--- src/rtl/seg_pkg.sv ---
package seg_pkg;
  localparam int NUM_POS  = 5;
  localparam int UNIT_POS = 5;
  localparam int DIG_W    = 4;
  localparam int SEL_W    = 3;
  localparam int SEG_W    = 8;
  localparam int BUS_W    = NUM_POS * DIG_W;

  localparam logic [SEG_W-1:0] SEG_A  = 8'h01;
  localparam logic [SEG_W-1:0] SEG_D  = 8'h08;
  localparam logic [SEG_W-1:0] SEG_G  = 8'h40;
  localparam logic [SEG_W-1:0] SEG_DP = 8'h80;

  typedef enum logic [1:0] {
    UNIT_NONE = 2'd0,
    UNIT_HZ   = 2'd1,
    UNIT_KHZ  = 2'd2,
    UNIT_MHZ  = 2'd3
  } unit_e;

  typedef struct packed {
    logic [BUS_W-1:0] digits;
    logic [SEL_W-1:0] point;
    unit_e            unit;
  } disp_t;

  function automatic logic [SEG_W-1:0] digit_glyph(input logic [DIG_W-1:0] code);
    logic [SEG_W-1:0] g;
    case (code)
      4'd0:    g = 8'h3F;
      4'd1:    g = 8'h06;
      4'd2:    g = 8'h5B;
      4'd3:    g = 8'h4F;
      4'd4:    g = 8'h66;
      4'd5:    g = 8'h6D;
      4'd6:    g = 8'h7D;
      4'd7:    g = 8'h07;
      4'd8:    g = 8'h7F;
      4'd9:    g = 8'h6F;
      default: g = 8'h00;
    endcase
    return g;
  endfunction
endpackage

--- src/rtl/seg_slot_timer.sv ---
module seg_slot_timer #(
  parameter int TICK_DIV = 100000
) (
  input  logic clk,
  input  logic rst_n,
  output logic tick
);
  localparam int CNT_W = $clog2(TICK_DIV + 1);
  localparam logic [CNT_W-1:0] LAST = CNT_W'(TICK_DIV - 1);

  logic [CNT_W-1:0] cnt_q, cnt_d;

  always_comb begin
    tick  = (cnt_q == LAST);
    cnt_d = tick ? '0 : cnt_q + 1'b1;
  end

  always_ff @(posedge clk or negedge rst_n) begin
    if (!rst_n) cnt_q <= '0;
    else        cnt_q <= cnt_d;
  end

  // the slot counter stays inside one position length
  assert_cnt_in_slot_R3: assert property (@(posedge clk) disable iff (!rst_n)
    32'(cnt_q) < TICK_DIV);
endmodule

--- src/rtl/seg_position_seq.sv ---
module seg_position_seq
  import seg_pkg::*;
(
  input  logic             clk,
  input  logic             rst_n,
  input  logic             tick,
  output logic [SEL_W-1:0] sel
);
  logic [SEL_W-1:0] sel_q, sel_d;

  always_comb begin
    sel_d = sel_q;
    if (tick) sel_d = (sel_q == SEL_W'(UNIT_POS)) ? '0 : sel_q + 1'b1;
  end

  always_ff @(posedge clk or negedge rst_n) begin
    if (!rst_n) sel_q <= '0;
    else        sel_q <= sel_d;
  end

  assign sel = sel_q;

  assert_sel_range_R2: assert property (@(posedge clk) disable iff (!rst_n)
    sel_q <= SEL_W'(UNIT_POS));

  assert_sel_step_R2: assert property (@(posedge clk) disable iff (!rst_n)
    tick |=> sel_q == (($past(sel_q) == SEL_W'(UNIT_POS)) ? '0 : $past(sel_q) + 1'b1));

  assert_sel_hold_R3: assert property (@(posedge clk) disable iff (!rst_n)
    !tick |=> $stable(sel_q));
endmodule

--- src/rtl/seg_value_hold.sv ---
module seg_value_hold
  import seg_pkg::*;
(
  input  logic             clk,
  input  logic             rst_n,
  input  logic             tick,
  input  logic             digit_load,
  input  logic [BUS_W-1:0] digit_bcd,
  input  logic             point_load,
  input  logic [SEL_W-1:0] point_pos,
  input  logic             unit_load,
  input  logic [1:0]       unit_code,
  output disp_t            active
);
  disp_t stage_q, stage_d, act_q, act_d;
  disp_t rst_val;

  always_comb begin
    rst_val.digits = '0;
    rst_val.point  = '1;
    rst_val.unit   = UNIT_NONE;
  end

  always_comb begin
    stage_d = stage_q;
    if (digit_load) stage_d.digits = digit_bcd;
    if (point_load) stage_d.point  = point_pos;
    if (unit_load)  stage_d.unit   = unit_e'(unit_code);
    act_d = tick ? stage_q : act_q;
  end

  always_ff @(posedge clk or negedge rst_n) begin
    if (!rst_n) begin
      stage_q <= rst_val;
      act_q   <= rst_val;
    end else begin
      stage_q <= stage_d;
      act_q   <= act_d;
    end
  end

  assign active = act_q;

  // shown values change only at a position boundary
  assert_active_boundary_R10: assert property (@(posedge clk) disable iff (!rst_n)
    !tick |=> $stable(act_q));

  // without its strobe a staged field keeps its value
  assert_digits_gated_R9: assert property (@(posedge clk) disable iff (!rst_n)
    !digit_load |=> $stable(stage_q.digits));
  assert_unit_gated_R9: assert property (@(posedge clk) disable iff (!rst_n)
    !unit_load |=> $stable(stage_q.unit));
endmodule

--- src/rtl/seg_glyph_enc.sv ---
module seg_glyph_enc
  import seg_pkg::*;
(
  input  logic [SEL_W-1:0] sel,
  input  disp_t            active,
  output logic [SEG_W-1:0] seg
);
  logic [SEG_W-1:0] num_glyph [NUM_POS];

  for (genvar g = 0; g < NUM_POS; g++) begin : g_num
    assign num_glyph[g] = digit_glyph(active.digits[g*DIG_W +: DIG_W])
                        | ((active.point == SEL_W'(g)) ? SEG_DP : '0);
  end

  always_comb begin
    seg = '0;
    for (int i = 0; i < NUM_POS; i++) begin
      if (sel == SEL_W'(i)) seg = num_glyph[i];
    end
    if (sel == SEL_W'(UNIT_POS)) begin
      case (active.unit)
        UNIT_HZ:  seg = SEG_A;
        UNIT_KHZ: seg = SEG_G;
        UNIT_MHZ: seg = SEG_D;
        default:  seg = '0;
      endcase
    end
  end
endmodule

--- src/rtl/seg_mux_driver.sv ---
module seg_mux_driver
  import seg_pkg::*;
#(
  parameter int TICK_DIV = 100000
) (
  input  logic               clk,
  input  logic               rst_n,
  input  logic               digit_load,
  input  logic [BUS_W-1:0]   digit_bcd,
  input  logic               point_load,
  input  logic [SEL_W-1:0]   point_pos,
  input  logic               unit_load,
  input  logic [1:0]         unit_code,
  output logic [SEG_W-1:0]   seg_out,
  output logic [SEL_W-1:0]   digit_sel
);
  logic [1:0]       rst_sync_q;
  logic             rst_s_n;
  logic             tick;
  logic [SEL_W-1:0] sel;
  disp_t            active;
  logic [SEG_W-1:0] enc_seg;
  logic [SEG_W-1:0] seg_q, seg_d;

  always_ff @(posedge clk or negedge rst_n) begin
    if (!rst_n) rst_sync_q <= '0;
    else        rst_sync_q <= {rst_sync_q[0], 1'b1};
  end
  assign rst_s_n = rst_sync_q[1];

  seg_slot_timer #(.TICK_DIV(TICK_DIV)) u_timer (
    .clk   (clk),
    .rst_n (rst_s_n),
    .tick  (tick)
  );

  seg_position_seq u_seq (
    .clk   (clk),
    .rst_n (rst_s_n),
    .tick  (tick),
    .sel   (sel)
  );

  seg_value_hold u_hold (
    .clk        (clk),
    .rst_n      (rst_s_n),
    .tick       (tick),
    .digit_load (digit_load),
    .digit_bcd  (digit_bcd),
    .point_load (point_load),
    .point_pos  (point_pos),
    .unit_load  (unit_load),
    .unit_code  (unit_code),
    .active     (active)
  );

  seg_glyph_enc u_enc (
    .sel    (sel),
    .active (active),
    .seg    (enc_seg)
  );

  always_comb seg_d = tick ? '0 : enc_seg;

  always_ff @(posedge clk or negedge rst_s_n) begin
    if (!rst_s_n) seg_q <= '0;
    else          seg_q <= seg_d;
  end

  assign seg_out   = seg_q;
  assign digit_sel = sel;

  // the bus is dark in the clock the select code moves
  assert_blank_on_switch_R4: assert property (@(posedge clk) disable iff (!rst_s_n)
    !$stable(digit_sel) |-> seg_out == '0);

  // the unit position lights at most one of A, G, D and never the point
  assert_unit_shape_R8: assert property (@(posedge clk) disable iff (!rst_s_n)
    digit_sel == SEL_W'(UNIT_POS) |-> ($countones(seg_out) <= 1) && ((seg_out & 8'hB6) == '0));

  // held reset keeps the outputs idle
  always_comb begin
    if (!rst_n) assert_reset_idle_R1: assert (seg_out == '0 && digit_sel == '0);
  end
endmodule

--- config.mk ---
export PLATFORM = sky130hd
export DESIGN_NAME = seg_mux_driver
export DESIGN_NICKNAME = d
export VERILOG_FILES = /design/src/rtl/seg_pkg.sv /design/src/rtl/seg_slot_timer.sv /design/src/rtl/seg_position_seq.sv /design/src/rtl/seg_value_hold.sv /design/src/rtl/seg_glyph_enc.sv /design/src/rtl/seg_mux_driver.sv
export SDC_FILE = /design/constraint.sdc
export NUM_CORES = 1
export LEC_CHECK = 0
export BUFFER_PORTS_ARGS = -buffer_cell sky130_fd_sc_hd__buf_4
export CAP_MARGIN = 20
export CORE_ASPECT_RATIO = 0.9
export CORE_UTILIZATION = 52
export CTS_BUF_LIST = sky130_fd_sc_hd__clkbuf_4
export DETAILED_ROUTE_END_ITERATION = 10
export HOLD_SLACK_MARGIN = 0.02
export PLACE_DENSITY = 0.71
export SYNTH_ARGS = -nofsm -noshare
export SYNTH_HDL_FRONTEND = slang
export SYNTH_SLANG_ARGS = --single-unit
--- constraint.sdc ---
create_clock -name clk -period 2.75 [get_ports clk]
set_input_delay 0.55 -clock clk [delete_from_list [all_inputs] [get_ports clk]]
set_output_delay 0.55 -clock clk [all_outputs]
set_load 0.02 [all_outputs]
; Yosys cells after proc, flatten, opt, wreduce, memory -nomap -nowiden
; Memories as Yosys holds them, arrays and structs flattened.
; Index checks and enable logic that the tools add are counted.
; Widths: inputs -> output; s select.
[word_totals]
reg_bits = 80
rom_bits = 560
input_bits = 30
out_inout_bits = 11
elab_cells = 52
mem_count = 5
[mem_list]
columns = memory, depth, width, rd, rd_clocked_by_memory_dff, wr, line_no
row1 = (no name shown), 16, 7, 1, 0, 0, seg_pkg.sv:29  ; case (code)
row2 = (no name shown), 16, 7, 1, 0, 0, seg_pkg.sv:29
row3 = (no name shown), 16, 7, 1, 0, 0, seg_pkg.sv:29
row4 = (no name shown), 16, 7, 1, 0, 0, seg_pkg.sv:29
row5 = (no name shown), 16, 7, 1, 0, 0, seg_pkg.sv:29
[op_classes]
n_addsub = 2
eq_ne = 13
n_mux = 15
bitwise_logic = 5
reduce_logical = 2
[op_table]
columns = op, count
row1 = $mux 8, 12
row2 = $or 8x8->8, 5
row3 = $pmux 7 s3, 1
row4 = $add 17x1->17 const B, 1
row5 = $eq 17x17->1 const B, 1
row6 = $mux 17, 1
row7 = $eq 3x2->1 const B, 4
row8 = $eq 3x3->1 const B, 3
row9 = $eq 3x1->1 const B, 2
row10 = $logic_not 3->1, 2
row11 = $eq 2x2->1 const B, 2
row12 = $add 3x1->3 const B, 1
row13 = $mux 3, 1
row14 = $eq 2x1->1 const B, 1

; Longest topological paths before layout
[depth]
word_depth = 10
ltp_mapped = 8
ltp_nobuf = 7

; Hierarchy
; From an unflattened synthesis, not the netlist that was laid out.
[hier_totals]
hier_cells = 362
area_unflattened_um2 = 4275.4
[by_module_without_submodules]
columns = module, instances, cells_per_inst, area_each_um2, seq_area_each_um2
row1 = seg_value_hold, 1, 105, 1958.1, 1258.7
row2 = seg_glyph_enc, 1, 155, 1089.8, 0.0
row3 = seg_slot_timer, 1, 74, 793.3, 425.4
row4 = seg_mux_driver, 1, 19, 304.0, 250.2
row5 = seg_position_seq, 1, 9, 130.1, 75.1

; Least setup slack after synthesis
; No wires, ideal clock.
[synth_timing]
path_kind = flip-flop to flip-flop
from = register u_seq.sel_q[0], in the netlist u_seq.sel[0]
to = register seg_q[4], in the netlist seg_out[4]
setup_ns = 0.094
t_arrival_ns = 1.740
required_ns = 2.656
setup_slack_ns = 0.916
path_stages_with_launch = 8
path_buffers = 2
period_less_slack_ns = 1.834
path_cell_list = dfrtp_1 buf_2 and2_1 ha_1 clkbuf_1 a311oi_1 a22oi_1 a211oi_1
[synth_via]
elab_chain_cells = 8
word_cells_on_any_way = 13
classes_between = eq/ne: 5 / mux: 7 / reduce/logical: 1
[synth_lines]
columns = element, line_no
row1 = from (decl), seg_position_seq.sv:9  ; logic [SEL_W-1:0] sel_q, sel_d;
row2 = from (signal assigned), seg_position_seq.sv:18  ; else sel_q <= sel_d;
row3 = $logic_not 3->1, seg_glyph_enc.sv:18  ; if (sel == SEL_W'(i)) seg = num_glyph[i];
row4 = $mux 8 (5 in a row), seg_glyph_enc.sv:18
row5 = $mux 8 (*), seg_glyph_enc.sv:20  ; if (sel == SEL_W'(UNIT_POS)) begin
row6 = $mux 8 (*), seg_mux_driver.sv:63  ; always_comb seg_d = tick ? '0 : enc_seg;
row7 = via seg_d[4], seg_mux_driver.sv:23  ; logic [SEG_W-1:0] seg_q, seg_d;
row8 = to (signal assigned), seg_mux_driver.sv:67  ; else seg_q <= seg_d;
row9 = to (decl), seg_mux_driver.sv:23
; Mark *: on every way through the listed nets, which the timed path passes. The rest lies on a longest branch.
; A chain may end at the register's enable or synchronous reset.

; Worst setup path in the final report
[layout_timing]
from = register u_timer.cnt_q[0]
to = register seg_q[7], in the netlist seg_out[7]
[layout_via]
elab_chain_cells = 2
[layout_lines]
columns = element, line_no
row1 = from (decl), seg_slot_timer.sv:11  ; logic [CNT_W-1:0] cnt_q, cnt_d;
row2 = from (signal assigned), seg_slot_timer.sv:20  ; else cnt_q <= cnt_d;
row3 = $eq 17x17->1, seg_slot_timer.sv:14  ; tick = (cnt_q == LAST);
row4 = $mux 8, seg_mux_driver.sv:63
row5 = via seg_d[7], seg_mux_driver.sv:23
; The timed path passes the listed nets, and every way through them passes these cells.

==> impl_metrics.json <==
{
  "numPortBuffers": 40,
  "cap_violations": 0,
  "wire_per_inst_um": 15.3,
  "cts_resized": 0,
  "hold_path_class": "primary input to flip-flop",
  "ir_drop_uv": 270,
  "n_antenna_cell": 0,
  "cp_max_fo": 12,
  "post-place-ws_ps": 725,
  "r2r_end": "seg_out[7]",
  "setup.worst_path.start_class": "flip-flop",
  "area_growth_pct": 13.1,
  "coreArea_sq_mm": 0.00769,
  "fp.dieW_um": 96.8,
  "syn_avg_cell_area_sq_um": 10.3,
  "ctsRootBufferMaster": "clkbuf_4",
  "post_drt_via_cell_ratio": 5.51,
  "drc": 0,
  "fin_crit_ps": 2080,
  "reg2reg_depth": 6,
  "cp-end-kind": "flip-flop",
  "synth_area_sq_mm": 0.00421,
  "place_inst": 531,
  "synth_enable_flop_cells": 0,
  "seq_area_frac_synth_pct": 47.7,
  "min_path_cells": 2,
  "drive_gt1_share_pct": 22.6,
  "dpl.hpwl_um": 6000,
  "required_ps": 3090,
  "ys_warn_count": 0,
  "stdcell_area_sq_mm": 0.00476,
  "skew_ps": 25.5,
  "arrival_ps": 2420,
  "drt_iter0_markers": 183,
  "clk_pin_slew_ps": 140,
  "synthTopCellsByArea": "dfrtp_1 (44%), mux2_2 (8.3%), ha_1 (7.7%)",
  "cts_sinks": 80,
  "yosysTopAreaCell": "dfrtp_1",
  "dpl_cell_area_sq_mm": 0.00458,
  "clockBufferDepth": 2,
  "grt_first_pass_wirelength_um": 14200,
  "synth_cell_types": 54,
  "ios": 41,
  "rr_startpoint": "u_timer.cnt_q[0]",
  "syn_nets": 463,
  "final_nets": 503,
  "ff2ff_setup_slack_ps": 670,
  "first_global_vias": 2914,
  "ys_ff_latch": 80,
  "hold-path-endpoint": "u_hold.stage_q[22]",
  "ctsHtreeMaxLevel": 3,
  "whs_ps": 322,
  "rows": 30,
  "min_period_over_period_pct": 75.7,
  "grt_usage_pct": 21.6,
  "min_from": "digit_bcd[17]",
  "grt_overflow": 0,
  "setup_viol": 0,
  "cts_tree": "built",
  "drt_wl_total_um": 8380,
  "synthCells": 407,
  "max_slew_margin_pct": 34.3,
  "path_class": "flip-flop to flip-flop",
  "initial_core_util_pct": 54.7,
  "stdcell_count": 548,
  "worst_pin_slew_ps": 986,
  "outcome": "complete, no violations",
  "place_congestion": 0.875,
  "dr_total_vias": 3018,
  "post-cts-setup-buffers": 0,
  "p_leak_nw": 2.16,
  "design.die.area_sq_mm": 0.00846,
  "drv_slew": 0,
  "grt_max_degree": 79,
  "startpoint": "u_timer.cnt_q[0]",
  "clock_latency_ps": 460,
  "hold_violations": 0,
  "fmax_ghz": 0.480,
  "synth_top_cell_area_share_pct": 44.0,
  "firstDrtPassIters": 4,
  "rsz0062_at_grt": "no",
  "power_density_mw_per_mm2": 453,
  "fin_ws_ps": 669,
  "setup-tns-final_ps": 0,
  "async_reset_ff_share_pct": 100,
  "ys.flop_type": "dfrtp_1",
  "ant_nets": 0,
  "die_y_um": 87.4,
  "cts_made_buffers": 9,
  "antenna_found_initial": 0
}
## through the flow
stage	util, %	total power [W]
2_1_floorplan	-	0.00131
3_3_place_gp	59.6	0.00136
3_5_place_dp	59.6	0.00137
4_1_cts	61.9	0.00219
5_1_grt	61.9	0.00226
6_report	61.9	0.00216
## cells by family after synthesis
group	synth area share, %
xor+xnor	3.75
simple gates	13.5
other cells	0.0891
fa+ha+maj	7.73
flops	47.7
mux	9.51
buf+inv	4.13
compound gates	13.6
## sequential cells by signal (all words and copies together), names as in the netlist
name / flops
rst_sync_q: 2
seg_out: 8
u_hold.active: 25
u_hold.stage_q: 25
u_seq.sel: 3
u_timer.cnt_q: 17
## repair_timing
action                                 in CTS  in global routing
setup endpoints to repair                   0                  0
endpoints found under the hold margin       2                  0
hold buffers                                1                  0
## worst max-delay path: stages (launching register included)
cell	delay, ps
dfrtp_1	410
ha_1	240
and4_1	260
nand2_1	100
nor3_4	470
nand2b_1	280
and3b_1	210
## placed cells by master, fill, tap and decap left out, types with 2 or more instances in the layout
cell | netlist | layout
a21oi_1 | 22 | 22
buf_4 | 0 | 43
inv_1 | 27 | 27
nor2_1 | 29 | 29
o211ai_1 | 3 | 3
nand2_1 | 36 | 36
nand4_1 | 5 | 5
inv_6 | 0 | 2
o31ai_1 | 2 | 2
nand3_1 | 10 | 10
nor2b_1 | 5 | 5
mux2i_1 | 4 | 4
nand3b_1 | 2 | 2
o22ai_1 | 5 | 5
nor4_1 | 3 | 3
o21ai_0 | 32 | 32
dfstp_2 | 6 | 6
a21o_1 | 2 | 2
ha_1 | 26 | 26
clkinvlp_4 | 0 | 2
clkbuf_4 | 0 | 10
a221oi_1 | 2 | 2
nand2b_1 | 11 | 11
bufinv_16 | 0 | 2
dfrtp_1 | 74 | 73
a311oi_1 | 5 | 5
nor3_1 | 2 | 2
xnor2_1 | 12 | 12
xor2_1 | 6 | 6
a31oi_1 | 2 | 2
mux2_2 | 31 | 31
o221ai_1 | 3 | 3
a211oi_1 | 3 | 3
## how the worst max path moves through the flow
| stage | to | slack (ps) | cells after the start |
|---|---|---|---|
| final | seg_out[7] | 670 | 6 |
| after global routing | u_seq.sel[2] | 490 | 7 |
| after CTS | u_seq.sel[1] | 670 | 6 |
| after detailed placement | seg_out[4] | 730 | 5 |
| after global placement | u_seq.sel[2] | 770 | 7 |
| after floorplan | seg_out[0] | 370 | 0 |
## cell type report
class	count	area (sq um)
clock buffer	10	75.1
clock inverter	6	92.6
sequential	80	2010
multi-input combinational	285	2030
fill	646	2930
timing repair buffer	44	333
tap	96	120
inverter	27	101
## layer usage
metal / GRT usage, % / wire length, um
met1: 30.0 / 3980
met2: 32.8 / 3900
met3: 6.58 / 423
met4: 6.65 / 76
met5: 0 / 0
## power by group
| part | total (W) | switching (W) | internal, W |
|---|---|---|---|
| clock network | 0.000816 | 0.000432 | 0.000385 |
| logic | 0.0000821 | 0.0000226 | 0.0000595 |
| registers | 0.00126 | 0.0000414 | 0.00122 |
## Yosys cell counts, drive strengths merged (8+ instances only)
master / number
nand2: 36
ha: 26
inv: 27
nand2b: 11
nor2: 29
xnor2: 12
o21ai: 32
dfrtp: 74
mux2: 32
clkbuf: 8
a21oi: 22
nand3: 10
(Power assumes the default switching activity.)
